--- config.mk ---
export PLATFORM = sky130hd
export DESIGN_NAME = tpg_top
export DESIGN_NICKNAME = d
export VERILOG_FILES = /design/src/rtl/tpg_pkg.sv /design/src/rtl/tpg_regs.sv /design/src/rtl/tpg_counter.sv /design/src/rtl/tpg_toggle.sv /design/src/rtl/tpg_top.sv
export SDC_FILE = /design/constraint.sdc
export NUM_CORES = 1
export LEC_CHECK = 0
export BUFFER_PORTS_ARGS = -buffer_cell sky130_fd_sc_hd__buf_4
export CAP_MARGIN = 20
export CELL_PAD_IN_SITES_DETAIL_PLACEMENT = 0
export CELL_PAD_IN_SITES_GLOBAL_PLACEMENT = 2
export CORE_MARGIN = 2
export CORE_UTILIZATION = 42
export DETAILED_ROUTE_END_ITERATION = 7
export PLACE_DENSITY = 0.82
export SETUP_SLACK_MARGIN = 0.05
export SLEW_MARGIN = 20
export SYNTH_ARGS = -nofsm -noshare
export SYNTH_HDL_FRONTEND = slang
export SYNTH_SLANG_ARGS = --single-unit
--- constraint.sdc ---
create_clock -name clk -period 7.1 [get_ports clk]
set_clock_uncertainty 0.2 [all_clocks]
set_input_delay 0.355 -clock clk [delete_from_list [all_inputs] [get_ports clk]]
set_output_delay 0.355 -clock clk [all_outputs]
set_load 0.005 [all_outputs]
--- src/rtl/tpg_pkg.sv ---
package tpg_pkg;

    // register select codes on the configuration port
    typedef enum logic [1:0] {
        SEL_DUTY   = 2'd0,
        SEL_PERIOD = 2'd1,
        SEL_CTRL   = 2'd2
    } reg_sel_e;

    // control word bit positions
    localparam int unsigned CTL_RUN_BIT = 0;
    localparam int unsigned CTL_BUF_BIT = 1;
    localparam int unsigned CTL_TOG_BIT = 2;
    localparam int unsigned CTL_CLR_BIT = 3;
    localparam int unsigned CTL_BITS    = 4;
    localparam int unsigned NUM_CMP     = 2;

    // decoded control; clr_out is a one-cycle command, never stored
    typedef struct packed {
        logic clr_out;
        logic tog_en;
        logic buf_en;
        logic run;
    } ctrl_t;

    // compare events seen by the toggle stage
    typedef struct packed {
        logic duty_hit;
        logic period_hit;
    } match_t;

    function automatic ctrl_t decode_ctrl(input logic [CTL_BITS-1:0] w);
        ctrl_t c;
        c.run     = w[CTL_RUN_BIT];
        c.buf_en  = w[CTL_BUF_BIT];
        c.tog_en  = w[CTL_TOG_BIT];
        c.clr_out = w[CTL_CLR_BIT];
        return c;
    endfunction

    function automatic logic flip_req(input match_t m);
        // two coincident inversions cancel
        return m.duty_hit ^ m.period_hit;
    endfunction

endpackage

--- src/rtl/tpg_regs.sv ---
module tpg_regs
    import tpg_pkg::*;
#(
    parameter int unsigned W = 16
) (
    input  logic         clk,
    input  logic         rst,
    input  logic         we,
    input  logic [1:0]   addr,
    input  logic [W-1:0] wdata,
    input  logic         reload,
    output logic [W-1:0] duty_act,
    output logic [W-1:0] period_act,
    output ctrl_t        ctrl
);

    logic [W-1:0] act_q [NUM_CMP];
    logic         run_q;
    logic         buf_q;
    logic         tog_q;
    ctrl_t        wr_ctrl;
    logic         ctrl_wr;

    assign ctrl_wr = we && (addr == SEL_CTRL);
    assign wr_ctrl = decode_ctrl(wdata[CTL_BITS-1:0]);

    // one active/shadow pair per compare channel
    for (genvar i = 0; i < NUM_CMP; i++) begin : g_cmp
        logic [W-1:0] shadow_q;
        logic         hit_wr;

        assign hit_wr = we && (addr == 2'(i));

        always_ff @(posedge clk) begin
            if (rst) begin
                shadow_q <= '0;
                act_q[i] <= '0;
            end else if (!buf_q) begin
                if (hit_wr) begin
                    shadow_q <= wdata;
                    act_q[i] <= wdata;
                end
            end else begin
                if (hit_wr) begin
                    shadow_q <= wdata;
                end
                if (reload) begin
                    act_q[i] <= shadow_q;
                end
            end
        end
    end

    always_ff @(posedge clk) begin
        if (rst) begin
            run_q <= 1'b0;
            buf_q <= 1'b0;
            tog_q <= 1'b0;
        end else if (ctrl_wr) begin
            run_q <= wr_ctrl.run;
            buf_q <= wr_ctrl.buf_en;
            tog_q <= wr_ctrl.tog_en;
        end
    end

    always_comb begin
        ctrl.run     = run_q;
        ctrl.buf_en  = buf_q;
        ctrl.tog_en  = tog_q;
        ctrl.clr_out = ctrl_wr && wr_ctrl.clr_out;
    end

    assign duty_act   = act_q[int'(SEL_DUTY)];
    assign period_act = act_q[int'(SEL_PERIOD)];

endmodule

--- src/rtl/tpg_counter.sv ---
module tpg_counter
    import tpg_pkg::*;
#(
    parameter int unsigned W = 16
) (
    input  logic         clk,
    input  logic         rst,
    input  logic         run,
    input  logic         tick,
    input  logic [W-1:0] duty,
    input  logic [W-1:0] period,
    output logic [W-1:0] cnt,
    output match_t       hits
);

    localparam logic [W-1:0] ONE = W'(1);

    logic [W-1:0] cnt_q;
    logic         step;

    assign step = run && tick;

    always_comb begin
        hits.duty_hit   = step && (cnt_q == duty);
        hits.period_hit = step && (cnt_q == period);
    end

    always_ff @(posedge clk) begin
        if (rst || !run) begin
            cnt_q <= '0;
        end else if (tick) begin
            if (hits.period_hit) begin
                cnt_q <= '0;
            end else begin
                cnt_q <= cnt_q + ONE;
            end
        end
    end

    assign cnt = cnt_q;

endmodule

--- src/rtl/tpg_toggle.sv ---
module tpg_toggle
    import tpg_pkg::*;
(
    input  logic   clk,
    input  logic   rst,
    input  logic   tog_en,
    input  logic   clr,
    input  match_t hits,
    output logic   level
);

    logic lvl_q;

    always_ff @(posedge clk) begin
        if (rst || clr) begin
            lvl_q <= 1'b0;
        end else if (tog_en && flip_req(hits)) begin
            lvl_q <= ~lvl_q;
        end
    end

    assign level = lvl_q;

endmodule

--- src/rtl/tpg_top.sv ---
module tpg_top
    import tpg_pkg::*;
#(
    parameter int unsigned W = 16
) (
    input  logic         clk,
    input  logic         rst,
    input  logic         cfg_we,
    input  logic [1:0]   cfg_addr,
    input  logic [W-1:0] cfg_wdata,
    input  logic         tick_en,
    output logic         pulse_out,
    output logic         period_irq
);

    logic [W-1:0] duty_act;
    logic [W-1:0] period_act;
    logic [W-1:0] cnt_q;
    ctrl_t        ctrl;
    match_t       hits;

    tpg_regs #(.W(W)) u_regs (
        .clk        (clk),
        .rst        (rst),
        .we         (cfg_we),
        .addr       (cfg_addr),
        .wdata      (cfg_wdata),
        .reload     (hits.period_hit),
        .duty_act   (duty_act),
        .period_act (period_act),
        .ctrl       (ctrl)
    );

    tpg_counter #(.W(W)) u_cnt (
        .clk    (clk),
        .rst    (rst),
        .run    (ctrl.run),
        .tick   (tick_en),
        .duty   (duty_act),
        .period (period_act),
        .cnt    (cnt_q),
        .hits   (hits)
    );

    tpg_toggle u_tog (
        .clk    (clk),
        .rst    (rst),
        .tog_en (ctrl.tog_en),
        .clr    (ctrl.clr_out),
        .hits   (hits),
        .level  (pulse_out)
    );

    assign period_irq = hits.period_hit;

endmodule

==> results by group, run 1 <==
Clocking
  • Reg clk slew, reported paths: 0.09 ns
  • CTS H-tree depth: 3
  • Postcts setup bufs: 0
  • TritonCTS clock tree: done
  • Clk buf depth: 2
  • CTS Sinks: 84
  • CTS resizes: 0
  • Root buffer cell: clkbuf_8
  • CTS Hold Bufs: 0
  • CTS Buf Count: 9
  • Worst-Skew Late Latency: 0.35 ns

Placed design
  • Placed cell count: 492
  • Port bufs: 23
  • RD Place Congestion: 0.7461
  • Post-DP HPWL: 5901 µm
  • Setup WS pre-CTS: 4.045 ns

Logic synthesis
  • Synth cell types: 36
  • Most instantiated cells after synthesis: nand2_1, dfxtp_1, xor2_1
  • YS warnings: 0
  • Synth area leaders: dfxtp_1, edfxtp_1, xor2_1, a22o_1, nand2_1
  • Count leader, synth: nand2_1
  • Mapped Nets: 404
  • Seq/Total Area, Yosys: 0.5246
  • Yosys reg bits: 84
  • Post-synth EDFFs: 32
  • Synth top area share: 0.2728
  • Synth Cell Area: 0.003816 mm²
  • Area leader, netlist: dfxtp_1
  • Syn Area/Cell: 10.02 µm²
  • Main synth FF type: dfxtp_1
  • Async set-reset flop share out of synthesis: 0
  • Mapped Cells: 381

Route
  • Metal2 WL: 4070 µm
  • Vias/cell: 5.335
  • Drc violations: 0
  • Final ANT Viol Nets: 0
  • Drt pass-1 iters: 4
  • Starting DRT DRC Count: 140
  • DR top layer: met4
  • Average wire per standard cell: 16.99 µm
  • DR WL met3: 228 µm
  • Detailed-route via count: 2710
  • Routed length on met1: 4178 µm
  • Routed wire length: 8633 µm

Timing
  • Setup tns final: 0 ns
  • WHS: 0.06240 ns
  • F_max: 0.3727 GHz
  • Max-slew headroom: 0.4435
  • RSZ-0062 raised after global routing: no
  • Final hold vios: 0
  • Final setup vio count: 0
  • Setup WS post-layout: 4.417 ns
  • Fin crit share: 0.3779
  • Final min period: 2.683 ns
  • Slew of the pin with the lowest slew margin: 0.8271 ns
  • Slew Viols, Final: 0

Global routing
  • Number of global-route vias before repair: 2686
  • GRT overflow: 0
  • Largest net degree at the start of global routing: 40
  • GRT Total Usage: 0.1872
  • Initial antenna violation count: 0
  • First-pass GRT wire length: 14150 µm

Pwr
  • Power per cell area: 225.1 mW/mm²
  • Worst VDD drop: 0.09675 mV
  • Leak: 1.628 nW
  • Overall Power: 0.0009530 W

Setup path
  • Crit start category: flop
  • Req. time, crit path: 7.10 ns
  • CP arrival: 2.69 ns
  • CP Class: flop to flop
  • Setup crit end kind: flop
  • Critical-path maximum fanout: 32
  • Worst R2R Setup Slack: 4.42 ns

Outcome
  • Status: completed

Layout
  • Filler cell count in the final layout: 833
  • Final #Nets: 418
  • ANT cells: 0
  • Layout cell share with drive strength beyond 1: 0.1175
  • Final non-filler cell total: 508
  • Area growth from synthesis to layout: 10.95%

Run
  • Max-cap check violation count: 0

Min path
  • Hold Path Class: primary input to flop

Die
  • Rows: 34
  • Die Y: 99.32 µm
  • Starting density of the core: 0.4355
  • Boundary Pins: 24
  • Die ar.: 0.009864 mm²
  • Core area: 0.008763 mm²
  • Die X: 99.32 µm
placed cells by master (no fill, tap or decap), types with 2 or more instances in the layout:
| master | n |
|---|---|
| a21oi_1 | 34 |
| a22o_1 | 32 |
| and3_1 | 3 |
| and4_1 | 3 |
| and4b_1 | 2 |
| buf_4 | 27 |
| clkbuf_16 | 2 |
| clkbuf_8 | 9 |
| dfxtp_1 | 52 |
| edfxtp_1 | 32 |
| inv_1 | 5 |
| mux2i_1 | 5 |
| nand2_1 | 69 |
| nand3_1 | 11 |
| nand3b_1 | 3 |
| nand4_1 | 5 |
| nand4b_1 | 4 |
| nor2_1 | 25 |
| nor3_1 | 6 |
| nor4_1 | 5 |
| xnor2_1 | 8 |
| xor2_1 | 39 |
logic make-up (layout without fill, tap and decap cells):
| family | count (synthesis) | count (layout) | share of synthesized area |
|---|---|---|---|
| XOR/XNOR | 47 | 47 | 0.1079 |
| adder cells (fa/ha/maj) | 1 | 1 | 0.003278 |
| flip-flops | 84 | 84 | 0.5246 |
| multiplexers | 5 | 5 | 0.01312 |
| buffers and inverters | 29 | 48 | 0.04230 |
| AO/OA/AOI/OAI | 72 | 72 | 0.1295 |
| AND/OR/NAND/NOR | 143 | 143 | 0.1793 |
area by class of cell:
class	instances	area [µm²]	area share
multi-input cells	268	1663	0.3927
repair buffers	27	202.7	0.04787
flip-flops and latches	84	2002	0.4728
inverters	5	18.77	0.004433
clock inverters	4	35.03	0.008274
well taps	108	135.1	0.03191
clock buffers	12	177.7	0.04196
per-layer routing:
| layer | up-vias | global-route usage |
|---|---|---|
| li1 | 1368 | - |
| met1 | 1293 | 0.2558 |
| met2 | 38 | 0.2947 |
| met3 | 11 | 0.04708 |
| met4 | 0 | 0.05690 |
| met5 | - | 0 |
stage by stage:
stage	util	cell area [µm²]
after CTS	0.4830	4233
after floorplan	-	3816
after detailed placement	0.4587	4020
after global placement	0.4587	4020
after global routing	0.4832	4234
final	0.4832	4234
path summary, 6_finish.rpt:
kind / from / endpoint / depth (start not counted)
worst max-delay path: u_cnt.cnt[8]$_SDFFE_PP0P_ / u_regs.act_q[1][1]$_SDFFCE_PN0P_ / 6
worst min-delay path: cfg_wdata[13] / u_regs.g_cmp[0].shadow_q[13]$_SDFFE_PP0N_ / 3
worst max register to register: u_cnt.cnt[8]$_SDFFE_PP0P_ / u_regs.act_q[1][1]$_SDFFCE_PN0P_ / 6
worst min register to register: u_regs.g_cmp[0].shadow_q[3]$_SDFFE_PP0N_ / u_regs.g_cmp[0].shadow_q[3]$_SDFFE_PP0N_ / 2
critical path, stage by stage (launching register included):
cell,delay (ns)
dfxtp_1,0.48
xor2_1,0.15
nor4_2,0.30
nand4b_1,0.16
nor3_2,0.31
and3_2,0.65
a22o_1,0.28
report_power, final:
group	internal, W	switching [W]
registers	0.000519	0.0000118
logic	0.0000275	0.0000406
clock network	0.000175	0.000180
sequential cells by signal, summed over array words and instances (netlist names):
register               count
u_tog.level                1
u_regs.run_q               1
u_cnt.cnt                 16
u_regs.tog_q               1
u_regs.g_cmp.shadow_q     32
u_regs.act_q              32
u_regs.buf_q               1
(Power assumes the default switching activity.)
==> run 2: changes to the inputs <==
- CORE_UTILIZATION: 42 -> 35
- PLACE_DENSITY: 0.82 -> 0.73
- clock period: 7.1 -> 2.35 ns (I/O delays scaled with it)
==> run 2 against run 1 <==
Against the previous run: global-route usage is 1.5 points lower; routed wire length is 8.7% higher; design area is 9.8% higher; hold slack better by 0.0068 ns; largest cell class unchanged.
==> results by group, run 2 (synthesis gave the netlist of run 1 again) <==
Outcome
  • Status: completed

Timing
  • RSZ-0062 raised after global routing: yes
  • Slew Viols, Final: 0 (unchanged)
  • Fin crit share: 0.9486
  • Final min period: 2.229 ns
  • WHS: 0.06922 ns (+0.006826 ns)
  • F_max: 0.4486 GHz
  • Setup tns final: 0 ns (unchanged)
  • Max-slew headroom: 0.5628 (+0.1192)
  • Slew of the pin with the lowest slew margin: 0.6559 ns (-0.1712 ns)
  • Final setup vio count: 0 (unchanged)
  • Final hold vios: 0 (unchanged)

Die
  • Boundary Pins: 24 (unchanged)
  • Starting density of the core: 0.3551 (-0.08032)
  • Die Y: 108.4 µm (+9.2%)
  • Core area: 0.01075 mm² (+23%)
  • Rows: 38 (+12%)
  • Die X: 108.4 µm (+9.2%)
  • Die ar.: 0.01175 mm² (+19%)

Global routing
  • GRT Total Usage: 0.1720 (-0.01518)
  • First-pass GRT wire length: 15060 µm (+6.4%)
  • Initial antenna violation count: 0 (unchanged)
  • Largest net degree at the start of global routing: 36 (-10%)
  • GRT overflow: 0 (unchanged)
  • Number of global-route vias before repair: 2785 (+3.7%)

Placed design
  • Placed instance area: 0.004194 mm² (+4.3%)
  • RD Place Congestion: 0.8492 (+14%)
  • Post-DP HPWL: 6398 µm (+8.4%)
  • Port bufs: 23 (unchanged)
  • Placed cell count: 539 (+9.6%)

Layout
  • ANT cells: 0 (unchanged)
  • Layout cell share with drive strength beyond 1: 0.1586 (+0.04112)
  • Area growth from synthesis to layout: 21.87%
  • Final non-filler cell total: 575 (+13%)
  • Commonest non-fill, non-tap cell in the layout: nand2_1
  • Commonest non-fill, non-tap cells in the layout: nand2_1, dfxtp_1, buf_4
  • Filler cell count in the final layout: 1107 (+33%)
  • Final #Nets: 453 (+8.4%)
  • Fin area: 0.004651 mm² (+9.8%)

Setup path
  • CP Class: flop to primary output
  • Setup crit end kind: primary output
  • CP arrival: 1.91 ns (-0.78 ns)
  • CP cell instances: xor2_1, nor4_2, nand4b_1, nor3_4, buf_4, buf_4
  • CP max-delay cell: edfxtp_1
  • WP buf/inv: 2 (+2)
  • Req. time, crit path: 2.03 ns (-5.07 ns)
  • Crit path max-delay family: simple AND/OR/NAND/NOR gates
  • Slowest stage delay, CP: 0.40 ns (-0.25 ns)
  • Cell mode on critical path: buf_4
  • Critical-path maximum fanout: 3 (-91%)
  • Crit start category: flop

Route
  • Routed length on met1: 4582 µm (+9.7%)
  • DR WL met3: 257 µm (+13%)
  • Routed wire length: 9382 µm (+8.7%)
  • Metal2 WL: 4329 µm (+6.4%)
  • Average wire per standard cell: 16.32 µm (-4.0%)
  • Detailed-route via count: 2829 (+4.4%)
  • Drt pass-1 iters: 7 (+3)
  • Vias/cell: 4.920 (-7.8%)
  • Final ANT Viol Nets: 0 (unchanged)
  • DR top layer: met4
  • Starting DRT DRC Count: 151 (+7.9%)
  • Drc violations: 0 (unchanged)

Clocking
  • CTS Sinks: 84 (unchanged)
  • Root buffer cell: clkbuf_8
  • Reg clk slew, reported paths: 0.09 ns (about the same)
  • CTS Buf Count: 9 (unchanged)
  • Worst-Skew Late Latency: 0.35 ns (about the same)
  • Postcts setup bufs: 0 (unchanged)
  • TritonCTS clock tree: done
  • CTS H-tree depth: 3 (unchanged)
  • Clk buf depth: 2 (unchanged)

Pwr
  • Worst VDD drop: 0.3046 mV (+210%)
  • Leak: 1.816 nW (+12%)
  • Power per cell area: 622.0 mW/mm² (+180%)

Min path
  • Hold Path Class: primary input to flop

Run
  • Max-cap check violation count: 0 (unchanged)
[run 2: final timing paths]
kind	start	endpoint	slack, ns	cells after the start
worst max-delay path	u_regs.act_q[1][3]$_SDFFCE_PN0P_	period_irq	0.12	6
worst min register to register	u_regs.g_cmp[0].shadow_q[6]$_SDFFE_PP0N_	u_regs.g_cmp[0].shadow_q[6]$_SDFFE_PP0N_	0.26	2
worst min-delay path	cfg_we	u_regs.buf_q$_SDFFE_PP0P_	0.07	4
worst max register to register	u_regs.act_q[1][3]$_SDFFCE_PN0P_	u_regs.act_q[1][3]$_SDFFCE_PN0P_	0.12	7
[run 2: metrics by stage]
stage | setup WS, ns | total power (W) | utilization
2_1_floorplan | -0.1148 | 0.001742 | -
3_3_place_gp | 0.1941 | 0.001855 | 0.3903
3_5_place_dp | 0.1400 | 0.001856 | 0.3903
4_1_cts | 0.1201 | 0.002925 | 0.4266
5_1_grt | 0.006795 | 0.003028 | 0.4328
6_report | 0.1208 | 0.002893 | 0.4328
[run 2: area by class of cell]
class / count / area (µm²) / area share
Multi-Input combinational cell: 268 / 1699 / 0.3653
Clock buffer: 10 / 148.9 / 0.03202
Inverter: 5 / 18.77 / 0.004036
Sequential cell: 84 / 2002 / 0.4305
Timing Repair Buffer: 62 / 555.5 / 0.1195
Clock inverter: 6 / 51.30 / 0.01103
Tap cell: 140 / 175.2 / 0.03766
[run 2: report_power, final]
part	switching [W]	total (W)	internal [W]
Sequential	0.0000353	0.00160	0.00157
Clock	0.000576	0.00104	0.000468
Combinational	0.000132	0.000247	0.000115
Total	0.000743	0.00289	0.00215
[run 2: repair_timing]
action	4_1_cts	5_1_grt
endpoints found under the setup margin	0	65
hold buffers	19	0
gates resized for setup	0	8
hold endpoints to repair	74	0
[run 2: worst reg2reg max path, stage by stage (launching register included)]
cell	delay (ns)
edfxtp_1	0.40
xor2_1	0.19
nor4_2	0.28
nand4b_1	0.18
nor3_4	0.26
and3_4	0.26
clkbuf_16	0.18
a22o_1	0.15
[run 2: metal layers]
layer	vias up	GRT usage
met5	-	0
met4	0	0.07418
met3	16	0.02893
met2	33	0.2629
met1	1335	0.2395
li1	1445	-
==> run 3: changes to the inputs <==
- CORE_UTILIZATION: 35 -> 42
- PLACE_DENSITY: 0.73 -> 0.82
- clock period: 2.35 -> 2.9 ns (I/O delays scaled with it)
==> run 3 against run 2 <==
Against the previous run: first-iteration DRC count increased by 0.66%; die area decreased by 16%; count of clock-buffer cells in the layout increased by 1; sequential share of layout area increased by 2.2 points; design area decreased by 4.8%; clock power decreased by 18%; largest cell class unchanged; via count decreased by 0.81%; sequential power decreased by 19%; non-clock buffer count decreased by 14; highest routed layer unchanged; final cell count decreased by 8.0%; critical path type is now flop to flop.
==> results by group, run 3 (synthesis gave the netlist of run 1 again) <==
Outcome
  • Status: completed

Timing
  • Final min period: 2.474 ns
  • Final hold vios: 0 (unchanged)
  • Max-slew headroom: 0.4926 (-0.07015)
  • Final setup vio count: 0 (unchanged)
  • Slew of the pin with the lowest slew margin: 0.7541 ns (+0.09827 ns)
  • F_max: 0.4042 GHz
  • Setup tns final: 0 ns (unchanged)
  • Setup WS post-layout: 0.4258 ns (+0.3049 ns)
  • WHS: 0.08694 ns (+0.01772 ns)
  • RSZ-0062 raised after global routing: no
  • Slew Viols, Final: 0 (unchanged)
  • Fin crit share: 0.8532

Layout
  • Area growth from synthesis to layout: 16.03%
  • Layout cell share with drive strength beyond 1: 0.1140 (-0.04461)
  • ANT cells: 0 (unchanged)
  • Final non-filler cell total: 529 (-8.0%)
  • Commonest non-fill, non-tap cell in the layout: nand2_1
  • Final #Nets: 439 (-3.1%)
  • Filler cell count in the final layout: 818 (-26%)
  • Commonest non-fill, non-tap cells in the layout: nand2_1, dfxtp_1, xor2_1

Pwr
  • Worst VDD drop: 0.2805 mV (-7.9%)
  • Leak: 1.712 nW (-5.7%)
  • Power per cell area: 528.0 mW/mm² (-15%)

Die
  • Boundary Pins: 24 (unchanged)
  • Die X: 99.32 µm (-8.4%)
  • Starting density of the core: 0.4355 (+0.08032)
  • Die ar.: 0.009864 mm² (-16%)
  • Core area: 0.008763 mm² (-18%)
  • Rows: 34 (-11%)
  • Die Y: 99.32 µm (-8.4%)

Route
  • Average wire per standard cell: 16.80 µm (+2.9%)
  • Drc violations: 0 (unchanged)
  • Final ANT Viol Nets: 0 (unchanged)
  • Drt pass-1 iters: 4 (-3)
  • Starting DRT DRC Count: 152 (+0.66%)
  • Routed wire length: 8885 µm (-5.3%)
  • Vias/cell: 5.304 (+7.8%)
  • Detailed-route via count: 2806 (-0.81%)

Setup path
  • WP buf/inv: 1 (-1)
  • CP endpoint: u_regs.act_q[1][8]$_SDFFCE_PN0P_
  • Critical-path maximum fanout: 13 (+10)
  • Crit path launch: u_cnt.cnt[3]$_SDFFE_PP0P_
  • Reg2Reg Launch Point: u_cnt.cnt[3]$_SDFFE_PP0P_
  • Reg2reg end: u_regs.act_q[1][8]$_SDFFCE_PN0P_
  • Crit path max-delay family: simple AND/OR/NAND/NOR gates
  • CP cell instances: xor2_1, nor4_2, nand4b_1, nor3_2, a21oi_1, o21ai_1, buf_4
  • Total stage count of the critical path: 7 (+1)
  • CP arrival: 2.33 ns (+0.42 ns)
  • CP Class: flop to flop
  • Worst R2R Setup Slack: 0.43 ns (+0.30 ns)
  • Slowest stage delay, CP: 0.47 ns (+0.07 ns)
  • CP max-delay cell: dfxtp_1
  • Crit start category: flop
  • Setup crit end kind: flop
  • Worst r2r path cells: 7 (unchanged)
  • Req. time, crit path: 2.75 ns (+0.72 ns)

Global routing
  • Number of global-route vias before repair: 2757 (-1.0%)
  • First-pass GRT wire length: 14560 µm (-3.3%)
  • GRT overflow: 0 (unchanged)
  • Initial antenna violation count: 0 (unchanged)
  • GRT Total Usage: 0.1929 (+0.02082)
  • Largest net degree at the start of global routing: 40 (+11%)

Clocking
  • CTS Hold Bufs: 18 (-1)
  • CTS Buf Count: 9 (unchanged)
  • Reg clk slew, reported paths: 0.08 ns (about the same)
  • Postcts setup bufs: 0 (unchanged)
  • Clk buf depth: 2 (unchanged)
  • CTS resizes: 0 (unchanged)
  • Root buffer cell: clkbuf_8
  • CTS Sinks: 84 (unchanged)
  • TritonCTS clock tree: done
  • CTS H-tree depth: 3 (unchanged)
  • Worst-Skew Late Latency: 0.36 ns (about the same)

Placed design
  • Placed cell count: 495 (-8.2%)
  • Port bufs: 23 (unchanged)
  • Post-DP HPWL: 5979 µm (-6.6%)
  • Setup WS pre-CTS: 0.4481 ns (+0.3081 ns)
  • RD Place Congestion: 0.7613 (-10%)

Min path
  • Hold Path Class: primary input to flop

Run
  • Max-cap check violation count: 0 (unchanged)
[run 3: through the flow]
step	instance area, µm²	power, W	util
after floorplan	3816	0.001412	-
after global placement	4039	0.001493	0.4609
after detailed placement	4039	0.001495	0.4609
after CTS	4428	0.002368	0.5053
after global routing	4428	0.002443	0.5053
final	4428	0.002338	0.5053
[run 3: routing by layer]
layer	up-vias	track usage	wire, µm
li1	1412	-	-
met1	1336	0.2632	4326
met2	47	0.3004	4133
met3	11	0.04146	252
met4	0	0.07587	172
met5	-	0	0
[run 3: worst min-delay path: stages]
cell and delay [ns]:
buf_4 0.11, nand4b_1 0.16, nand4b_1 0.11, nand3_1 0.09
[run 3: how the worst min path moves through the flow]
stage / endpoint / depth (start not counted) / startpoint
2_1_floorplan: u_regs.g_cmp[0].shadow_q[0]$_SDFFE_PP0N_ / 2 / cfg_wdata[0]
3_3_place_gp: u_regs.g_cmp[1].shadow_q[6]$_SDFFE_PP0N_ / 3 / cfg_wdata[6]
4_1_cts: u_tog.level$_SDFFE_PP0P_ / 4 / cfg_addr[0]
6_report: u_tog.level$_SDFFE_PP0P_ / 4 / cfg_addr[0]
5_1_grt: u_regs.g_cmp[0].shadow_q[12]$_SDFFE_PP0N_ / 5 / cfg_addr[1]
3_5_place_dp: u_regs.g_cmp[0].shadow_q[5]$_SDFFE_PP0N_ / 3 / cfg_wdata[5]
[run 3: area by class of cell]
class / instances / area [µm²] / area share
flip-flops and latches: 84 / 2002 / 0.4521
multi-input cells: 268 / 1658 / 0.3744
repair buffers: 48 / 405.4 / 0.09155
clock buffers: 11 / 173.9 / 0.03928
well taps: 108 / 135.1 / 0.03052
clock inverters: 5 / 35.03 / 0.007912
inverters: 5 / 18.77 / 0.004238
[run 3: power breakdown]
part	total (W)	internal, W	switching, W
Combinational	0.000188	0.0000846	0.000104
Clock	0.000852	0.000419	0.000432
Sequential	0.00130	0.00127	0.0000287
